--- src/rtl/icf_pkg.sv ---
package icf_pkg;

    localparam int WORD_W     = 64;
    localparam int BOFF_W     = 3;
    localparam int WOFF_W     = 2;
    localparam int LINE_WORDS = 1 << WOFF_W;
    localparam int LINE_OFF_W = BOFF_W + WOFF_W;
    localparam int LEN_W      = 3;
    localparam logic [LEN_W-1:0] BURST_LEN = LEN_W'(LINE_WORDS);

    typedef logic [WORD_W-1:0] word_t;
    typedef logic [WOFF_W-1:0] woff_t;

    typedef enum logic [1:0] {
        FS_IDLE = 2'd0,
        FS_REQ  = 2'd1,
        FS_FILL = 2'd2
    } fill_state_e;

    typedef struct packed {
        logic  hit;
        word_t data;
    } rsp_t;

    // word slot hit by beat k of a burst starting at word s
    function automatic woff_t wrap_word(input woff_t s, input woff_t k);
        return s + k;
    endfunction

endpackage

--- src/rtl/icf_tag_store.sv ---
module icf_tag_store #(
    parameter int IDX_W = 4,
    parameter int TAG_W = 23
) (
    input  logic             clk,
    input  logic             rst,
    input  logic [IDX_W-1:0] lk_idx,
    input  logic [TAG_W-1:0] lk_tag,
    output logic             lk_match,
    input  logic             inv_en,
    input  logic [IDX_W-1:0] inv_idx,
    input  logic             set_en,
    input  logic [IDX_W-1:0] set_idx,
    input  logic [TAG_W-1:0] set_tag
);
    localparam int LINES = 1 << IDX_W;

    logic             vld_q [LINES];
    logic [TAG_W-1:0] tag_q [LINES];

    for (genvar g = 0; g < LINES; g++) begin : g_line
        always_ff @(posedge clk) begin
            if (rst) begin
                vld_q[g] <= 1'b0;
            end else if (set_en && set_idx == IDX_W'(g)) begin
                vld_q[g] <= 1'b1;
            end else if (inv_en && inv_idx == IDX_W'(g)) begin
                vld_q[g] <= 1'b0;
            end
        end

        always_ff @(posedge clk) begin
            if (rst) begin
                tag_q[g] <= '0;
            end else if (set_en && set_idx == IDX_W'(g)) begin
                tag_q[g] <= set_tag;
            end
        end
    end

    // invalid lines are excluded from the compare
    assign lk_match = vld_q[lk_idx] && (tag_q[lk_idx] == lk_tag);

    // a line is only validated after its fill cleared it
    a_r9_set_after_clear: assert property (@(posedge clk) disable iff (rst)
        set_en |-> !vld_q[set_idx]);

endmodule

--- src/rtl/icf_data_store.sv ---
module icf_data_store #(
    parameter int IDX_W = 4
) (
    input  logic                clk,
    input  logic                wr_en,
    input  logic [IDX_W-1:0]    wr_idx,
    input  icf_pkg::woff_t      wr_word,
    input  icf_pkg::word_t      wr_data,
    input  logic [IDX_W-1:0]    rd_idx,
    input  icf_pkg::woff_t      rd_word,
    output icf_pkg::word_t      rd_data
);
    localparam int DEPTH = (1 << IDX_W) * icf_pkg::LINE_WORDS;

    icf_pkg::word_t mem_q [DEPTH];

    always_ff @(posedge clk) begin
        if (wr_en) begin
            mem_q[{wr_idx, wr_word}] <= wr_data;
        end
    end

    assign rd_data = mem_q[{rd_idx, rd_word}];

endmodule

--- src/rtl/icf_fill_seq.sv ---
module icf_fill_seq
    import icf_pkg::*;
#(
    parameter int ADDR_W = 32,
    parameter int IDX_W  = 4
) (
    input  logic              clk,
    input  logic              rst,
    input  logic              start_i,
    input  logic [ADDR_W-1:0] start_addr_i,
    input  logic              alloc_i,
    input  logic              mem_req_ready_i,
    input  logic              mem_rd_valid_i,
    output logic              busy_o,
    output logic              stall_o,
    output logic              mem_req_valid_o,
    output logic [ADDR_W-1:0] mem_req_addr_o,
    output logic              crit_beat_o,
    output logic              wr_en_o,
    output woff_t             wr_word_o,
    output logic              fill_done_o,
    output logic [IDX_W-1:0]  fill_idx_o,
    output logic [ADDR_W-LINE_OFF_W-IDX_W-1:0] fill_tag_o
);
    fill_state_e       state_q;
    logic [ADDR_W-1:0] addr_q;
    logic              alloc_q;
    woff_t             cnt_q;
    logic              crit_q;
    logic              beat;
    logic              last_beat;

    assign beat      = (state_q == FS_FILL) && mem_rd_valid_i;
    assign last_beat = beat && (cnt_q == woff_t'(LINE_WORDS - 1));

    always_ff @(posedge clk) begin
        if (rst) begin
            state_q <= FS_IDLE;
            addr_q  <= '0;
            alloc_q <= 1'b0;
            cnt_q   <= '0;
            crit_q  <= 1'b0;
        end else begin
            unique case (state_q)
                FS_IDLE: begin
                    if (start_i) begin
                        state_q <= FS_REQ;
                        addr_q  <= start_addr_i;
                        alloc_q <= alloc_i;
                        cnt_q   <= '0;
                        crit_q  <= 1'b0;
                    end
                end
                FS_REQ: begin
                    if (mem_req_ready_i) begin
                        state_q <= FS_FILL;
                    end
                end
                FS_FILL: begin
                    if (beat) begin
                        cnt_q  <= cnt_q + 1'b1;
                        crit_q <= 1'b1;
                        if (last_beat) begin
                            state_q <= FS_IDLE;
                        end
                    end
                end
                default: state_q <= FS_IDLE;
            endcase
        end
    end

    assign busy_o          = (state_q != FS_IDLE);
    assign stall_o         = (state_q == FS_REQ) || ((state_q == FS_FILL) && !crit_q);
    assign mem_req_valid_o = (state_q == FS_REQ);
    assign mem_req_addr_o  = addr_q;
    assign crit_beat_o     = beat && (cnt_q == '0);
    assign wr_en_o         = beat && alloc_q;
    assign wr_word_o       = wrap_word(addr_q[LINE_OFF_W-1:BOFF_W], cnt_q);
    assign fill_done_o     = last_beat && alloc_q;
    assign fill_idx_o      = addr_q[LINE_OFF_W+IDX_W-1:LINE_OFF_W];
    assign fill_tag_o      = addr_q[ADDR_W-1:LINE_OFF_W+IDX_W];

    // request and address held until accepted
    a_r5_req_held: assert property (@(posedge clk) disable iff (rst)
        (mem_req_valid_o && !mem_req_ready_i) |=> (mem_req_valid_o && $stable(mem_req_addr_o)));

    // the block stays busy between beats of one burst
    a_r8_busy_mid_burst: assert property (@(posedge clk) disable iff (rst)
        (beat && !last_beat) |=> busy_o);

endmodule

--- src/rtl/icf_line_fill.sv ---
module icf_line_fill
    import icf_pkg::*;
#(
    parameter int ADDR_W = 32,
    parameter int IDX_W  = 4
) (
    input  logic              clk,
    input  logic              rst,
    input  logic              cfg_mem_en,
    input  logic              cfg_cache_mode,
    input  logic              req_valid,
    output logic              req_ready,
    input  logic [ADDR_W-1:0] req_addr,
    input  logic              req_cacheable,
    output logic              stall,
    output logic              rsp_valid,
    output logic              rsp_hit,
    output logic [63:0]       rsp_data,
    output logic [63:0]       hold_buf0,
    output logic [63:0]       hold_buf1,
    output logic              hold_sel,
    output logic              mem_req_valid,
    input  logic              mem_req_ready,
    output logic [ADDR_W-1:0] mem_req_addr,
    output logic [2:0]        mem_req_len,
    input  logic              mem_rd_valid,
    input  logic [63:0]       mem_rd_data
);
    localparam int TAG_W = ADDR_W - LINE_OFF_W - IDX_W;

    logic [IDX_W-1:0] lk_idx;
    logic [TAG_W-1:0] lk_tag;
    woff_t            lk_word;
    logic             lk_match;
    logic             qual_ok;
    logic             accept;
    logic             hit;
    word_t            arr_rd;

    logic             busy;
    logic             crit_beat;
    logic             wr_en;
    woff_t            wr_word;
    logic             fill_done;
    logic [IDX_W-1:0] fill_idx;
    logic [TAG_W-1:0] fill_tag;

    rsp_t             rsp_q;
    rsp_t             rsp_d;
    logic             rsp_load;
    logic             rsp_valid_q;
    logic             sel_q;
    word_t            hold_q [2];

    assign lk_word = req_addr[LINE_OFF_W-1:BOFF_W];
    assign lk_idx  = req_addr[LINE_OFF_W+IDX_W-1:LINE_OFF_W];
    assign lk_tag  = req_addr[ADDR_W-1:LINE_OFF_W+IDX_W];

    assign qual_ok = cfg_mem_en && cfg_cache_mode && req_cacheable;
    assign accept  = req_valid && req_ready;
    assign hit     = qual_ok && lk_match;

    icf_tag_store #(.IDX_W(IDX_W), .TAG_W(TAG_W)) u_tags (
        .clk      (clk),
        .rst      (rst),
        .lk_idx   (lk_idx),
        .lk_tag   (lk_tag),
        .lk_match (lk_match),
        .inv_en   (accept && !hit && qual_ok),
        .inv_idx  (lk_idx),
        .set_en   (fill_done),
        .set_idx  (fill_idx),
        .set_tag  (fill_tag)
    );

    icf_data_store #(.IDX_W(IDX_W)) u_data (
        .clk     (clk),
        .wr_en   (wr_en),
        .wr_idx  (fill_idx),
        .wr_word (wr_word),
        .wr_data (mem_rd_data),
        .rd_idx  (lk_idx),
        .rd_word (lk_word),
        .rd_data (arr_rd)
    );

    icf_fill_seq #(.ADDR_W(ADDR_W), .IDX_W(IDX_W)) u_seq (
        .clk             (clk),
        .rst             (rst),
        .start_i         (accept && !hit),
        .start_addr_i    (req_addr),
        .alloc_i         (qual_ok),
        .mem_req_ready_i (mem_req_ready),
        .mem_rd_valid_i  (mem_rd_valid),
        .busy_o          (busy),
        .stall_o         (stall),
        .mem_req_valid_o (mem_req_valid),
        .mem_req_addr_o  (mem_req_addr),
        .crit_beat_o     (crit_beat),
        .wr_en_o         (wr_en),
        .wr_word_o       (wr_word),
        .fill_done_o     (fill_done),
        .fill_idx_o      (fill_idx),
        .fill_tag_o      (fill_tag)
    );

    assign req_ready   = !busy;
    assign mem_req_len = BURST_LEN;

    // response source: array on a hit, critical beat on a fill
    assign rsp_load = (accept && hit) || crit_beat;
    always_comb begin
        rsp_d.hit  = !crit_beat;
        rsp_d.data = crit_beat ? mem_rd_data : arr_rd;
    end

    always_ff @(posedge clk) begin
        if (rst) begin
            rsp_valid_q <= 1'b0;
            rsp_q       <= '0;
        end else begin
            rsp_valid_q <= rsp_load;
            if (rsp_load) begin
                rsp_q <= rsp_d;
            end
        end
    end

    for (genvar b = 0; b < 2; b++) begin : g_hold
        always_ff @(posedge clk) begin
            if (rst) begin
                hold_q[b] <= '0;
            end else if (rsp_load && sel_q == b[0]) begin
                hold_q[b] <= rsp_d.data;
            end
        end
    end

    always_ff @(posedge clk) begin
        if (rst) begin
            sel_q <= 1'b0;
        end else if (rsp_load) begin
            sel_q <= !sel_q;
        end
    end

    assign rsp_valid = rsp_valid_q;
    assign rsp_hit   = rsp_q.hit;
    assign rsp_data  = rsp_q.data;
    assign hold_buf0 = hold_q[0];
    assign hold_buf1 = hold_q[1];
    assign hold_sel  = sel_q;

    // a hit response only follows a fully qualified request
    a_r3_hit_qualified: assert property (@(posedge clk) disable iff (rst)
        (rsp_valid && rsp_hit) |-> ($past(cfg_mem_en) && $past(cfg_cache_mode) && $past(req_cacheable)));

    // stall drops exactly when the critical word is presented
    a_r7_stall_release: assert property (@(posedge clk) disable iff (rst)
        $fell(stall) |-> (rsp_valid && !rsp_hit));

    // no acceptance while the requester is stalled
    a_r8_no_accept_stalled: assert property (@(posedge clk) disable iff (rst)
        stall |-> !req_ready);

    // every delivered word flips the buffer pointer
    a_r10_hold_toggle: assert property (@(posedge clk) disable iff (rst)
        rsp_valid |-> (hold_sel != $past(hold_sel)));

endmodule

--- config.mk ---
export PLATFORM = sky130hd
export DESIGN_NAME = icf_line_fill
export DESIGN_NICKNAME = d
export VERILOG_FILES = /design/src/rtl/icf_pkg.sv /design/src/rtl/icf_tag_store.sv /design/src/rtl/icf_data_store.sv /design/src/rtl/icf_fill_seq.sv /design/src/rtl/icf_line_fill.sv
export SDC_FILE = /design/constraint.sdc
export NUM_CORES = 2
export LEC_CHECK = 0
export BUFFER_PORTS_ARGS = -buffer_cell sky130_fd_sc_hd__buf_4
export CAP_MARGIN = 10
export CORE_ASPECT_RATIO = 0.5
export CORE_MARGIN = 1
export CORE_UTILIZATION = 40
export DETAILED_ROUTE_END_ITERATION = 7
export PLACE_DENSITY = 0.6
export SETUP_SLACK_MARGIN = 0.5
export SLEW_MARGIN = 20
export SYNTH_ARGS = -nofsm -noshare
export SYNTH_HDL_FRONTEND = slang
export SYNTH_HIERARCHICAL = 1
export SYNTH_MEMORY_MAX_BITS = 65536
export SYNTH_SLANG_ARGS = --single-unit
--- constraint.sdc ---
create_clock -name clk -period 20.7 [get_ports clk]
set_input_delay 2.07 -clock clk [delete_from_list [all_inputs] [get_ports clk]]
set_output_delay 2.07 -clock clk [all_outputs]
set_load 0.05 [all_outputs]
==> results by group <==
Status
  – Status: finished clean

CTS
  – Maximum level of the CTS H-tree: 5
  – Clock buffer depth: 4
  – CTS Root Buffer Type: sky130_fd_sc_hd__clkbuf_16
  – TritonCTS clock tree: built
  – Number of sinks driven by the clock tree: 4713
  – TritonCTS Buffers: 421
  – Number of gates resized after CTS: 0
  – Buffers inserted during post-CTS setup optimization: 0
  – CTS Hold Bufs: 0
  – Clock-pin slew of the registers on the worst-case setup and hold paths: roughly 0.070 ns
  – Latest clock arrival within the worst-skew pair: 1.00 ns

STA
  – Final setup violation count: 0
  – Transition at the pin with the smallest max-transition slack: approximately 1.2 ns
  – Time the worst path needs with I/O delays and setup: about 8.4 ns
  – Period utilisation layout: roughly 40%
  – Slew HR: 18.7%
  – RSZ-0062 raised after global routing: false
  – Final hold violations: 0
  – Maximum clock frequency: between 100 and 150 MHz
  – WHS: about 0.46 ns
  – Final max-slew violation count: 0
  – Final setup TNS: 0 ns
  – Skew final: 0.118 ns

Synth
  – Count of distinct cell types in the synthesized netlist: 80
  – Post-synthesis instance area: approximately 190000 µm²
  – Yosys warnings: 6
  – Flip-flop and latch count after synthesis: around 4700
  – Most used standard cell by instance count after synthesis: sky130_fd_sc_hd__edfxtp_1
  – Share of the synthesized area in the top cell type: approximately three quarters
  – Biggest area consumer among synthesized cells: sky130_fd_sc_hd__edfxtp_1
  – Gate count after technology mapping: ~9000
  – Number of flops mapped to enable cells by yosys: approximately 4600
  – List of most frequent post-synthesis cells: sky130_fd_sc_hd__edfxtp_1, sky130_fd_sc_hd__mux4_2, sky130_fd_sc_hd__and2_1, sky130_fd_sc_hd__nand2_1, sky130_fd_sc_hd__clkbuf_1
  – Mean Syn Cell Area: 20.6 µm²
  – Share of flip-flops with an asynchronous set or reset: 0%
  – Share of synthesized area occupied by flip-flops and latches: about three quarters
  – Synth area leaders: sky130_fd_sc_hd__edfxtp_1, sky130_fd_sc_hd__mux4_2, sky130_fd_sc_hd__and2_1, sky130_fd_sc_hd__dfxtp_1, sky130_fd_sc_hd__mux2i_1
  – Ys flop type: sky130_fd_sc_hd__edfxtp_1

Critical path
  – Crit end category: flop
  – Worst Path Class, Setup: in2reg
  – Data arrival time of the critical path: approximately 9.0 ns
  – Reg-to-reg slack, setup: 14.34 ns
  – Slowest stage delay, CP: around 0.83 ns
  – Required time reported for the critical path endpoint: between 20 and 25 ns
  – Startpoint type of the worst setup path: primary input
  – Capture point of the worst reg-to-reg path: hold_q[0][24]
  – Reg2reg start: u_tags/tag_q[8][14]
  – Worst-path cell chain: buf_8 -> buf_4 -> mux4_2 -> mux2i_1 -> o22ai_1 -> nor4b_1 -> a21oi_1 -> or4_1 -> nor4_4 -> buf_4 -> a31oi_2 -> o21bai_4 -> buf_4
  – Critical-path maximum fanout: between 40 and 50
  – Cell repeated most along the worst path: sky130_fd_sc_hd__buf_4
  – Worst reg2reg path depth: 11
  – Slowest cell on crit path: sky130_fd_sc_hd__o21bai_4

Floorplanning
  – Effective utilization at floorplan: between 40% and 50%
  – Overall die area: 467000 µm²
  – Die Height: ~480 µm
  – Count of pins on the block boundary: 337
  – Core Region: about 460000 µm²
  – Num rows: 176
  – Horiz. Die Dim: around 970 µm

Routing
  – Total length of routed wires: approximately 560 mm
  – DRC marker count from the first detailed-route iteration: 13623
  – Number of detailed-routing iterations run before antenna repair: 6
  – Detail-routed via count per cell: 6.14
  – Via count: about 98000
  – Average detailed-routed wire length per instance: about 35 µm
  – DRC errors left: 0
  – Remaining number of nets flagged by the antenna check after routing: 0

Power and ir drop
  – Peak supply drop: 78.6 µV
  – Static leakage: around 0.066 µW
  – Final Total Pwr: between 15000 and 20000 µW
  – Power density over cell area: just over 90 nW/µm²

Layout
  – Fraction of final layout cells sized beyond drive strength 1: about a quarter
  – Final cell count without fillers: roughly 16000
  – Total area of multi-input combinational cells: approximately 42000 µm²
  – Total area of sequential cells: roughly 140000 µm²
  – Signed area change from the synthesized netlist to the final layout: 12.5%
  – Final-stage net count: 9541
  – Fillers: 38520

Hold path
  – Origin of the worst min-delay path: u_seq/mem_req_addr_o[0]
  – Min-Delay Endpoint: u_seq/mem_req_addr_o[0]
  – Number of cells on the worst hold path: 2
  – Hold Crit Class: reg2reg

Placed design
  – Post-DP HPWL: 311 mm
  – Number of port buffers: 333
  – Inst Count DP: 15152
  – Gpl congestion: approximately 0.82

Global routing
  – First-pass GRT wire length: 771 mm
  – GRT Residual Overflow: 0
  – Via count of the first global-routing pass: between 90000 and 100k
  – Overall Global Routing Usage: 23.4%
  – Largest net degree at the start of global routing: ~120
  – Antenna violations before repair: just under 60

Run
  – Number of maximum-capacitance constraint violations: 0
logic make-up (layout without fill, tap and decap cells):
group | Yosys count | count (layout) | share of synthesized area, %
AO/OA/AOI/OAI | 785 | 785 | 3.46
XOR/XNOR | 16 | 16 | 0.0755
adder cells (fa/ha/maj) | 3 | 3 | 0.0202
buffers and inverters | 783 | 1537 | 2.14
flip-flops | 4713 | 4713 | 75.7
multiplexers | 1298 | 1298 | 14.5
other | 2 | 27 | 0.00405
AND/OR/NAND/NOR | 1428 | 1428 | 4.07
per-stage QoR:
step	worst slack, ns	utilization (%)	area [µm²]
3_5_place_dp	11.52	42.4	195000
5_1_grt	12.23	45.3	209000
4_1_cts	12.56	45.3	209000
6_report	12.32	45.3	209000
3_3_place_gp	11.52	42.4	195000
2_1_floorplan	12.46	-	186000
state kept, by name (all words and copies together) (netlist names):
name / flops
hold_q: 128
hold_sel: 1
rsp_data: 64
rsp_hit: 1
rsp_valid: 1
u_data/mem_q: 4096
u_seq/alloc_q: 1
u_seq/cnt_q: 2
u_seq/crit_q: 1
u_seq/mem_req_addr_o: 32
u_seq/state_q: 2
u_tags/tag_q: 368
u_tags/vld_q: 16
final cells by class:
type / count / share of cell area [%]
Clock inverter: 236 / 1.06
Tap cell: 6141 / 3.68
Multi-Input combinational cell: 3533 / 20.0
Antenna cell: 24 / 0.0288
Timing Repair Buffer: 601 / 2.30
Inverter: 164 / 0.296
Sequential cell: 4713 / 67.3
Clock buffer: 536 / 5.35
critical path: cells and delay by family:
family	cells	cell delay [ns]
buffers and inverters	4	2.29
AND/OR/NAND/NOR	3	1.93
AO/OA/AOI/OAI	4	1.43
multiplexers	2	0.89
layer usage:
layer / wire, µm / GRT usage, % / up-vias
met2: 259000 / 36.6 / 5575
met1: 220000 / 33.2 / 53425
met4: 22000 / 8.21 / 2
met3: 57100 / 4.43 / 972
li1: - / - / 38018
met5: 13 / 0 / -
report_power, final:
part / switching [µW] / total (µW) / internal (µW) / leakage, µW
sequential: 40.9 / 10500 / 10500 / 0.0429
combinational: 763 / 1110 / 347 / 0.0167
clock: 3530 / 7800 / 4260 / 0.00653
total: 4340 / 19500 / 15100 / 0.0662
how the worst max path moves through the flow:
stage	start	end	slack, ns	cells past startpoint
6_report	req_addr[6]	hold_q[0][24]	12.32	13
4_1_cts	req_addr[6]	hold_q[0][24]	12.56	13
2_1_floorplan	mem_rd_valid	u_data/mem_q[32][0]	12.46	5
5_1_grt	req_addr[6]	hold_q[1][49]	12.23	13
3_5_place_dp	req_addr[6]	hold_q[0][24]	11.52	13
3_3_place_gp	req_addr[6]	hold_q[0][24]	11.52	13
layout by cell type, fill, tap and decap left out, drive strengths merged, types with 48 or more instances in the layout:
cell    netlist  layout
dfxtp       105     105
nor2        141     141
edfxtp     4608    4608
a41oi        88      88
clkinv        2     186
o41ai        64      64
nand3       183     183
buf         358     600
a221oi       68      68
o221ai       48      48
o21ai       116     116
and2        502     502
a22oi       133     133
clkbuf      261     537
nand2       332     332
o22ai        99      99
nand4        90      90
a21oi        50      50
mux4       1116    1116
inv         162     170
mux2i       175     175
No activity file was read; power rests on OpenSTA's default activity.
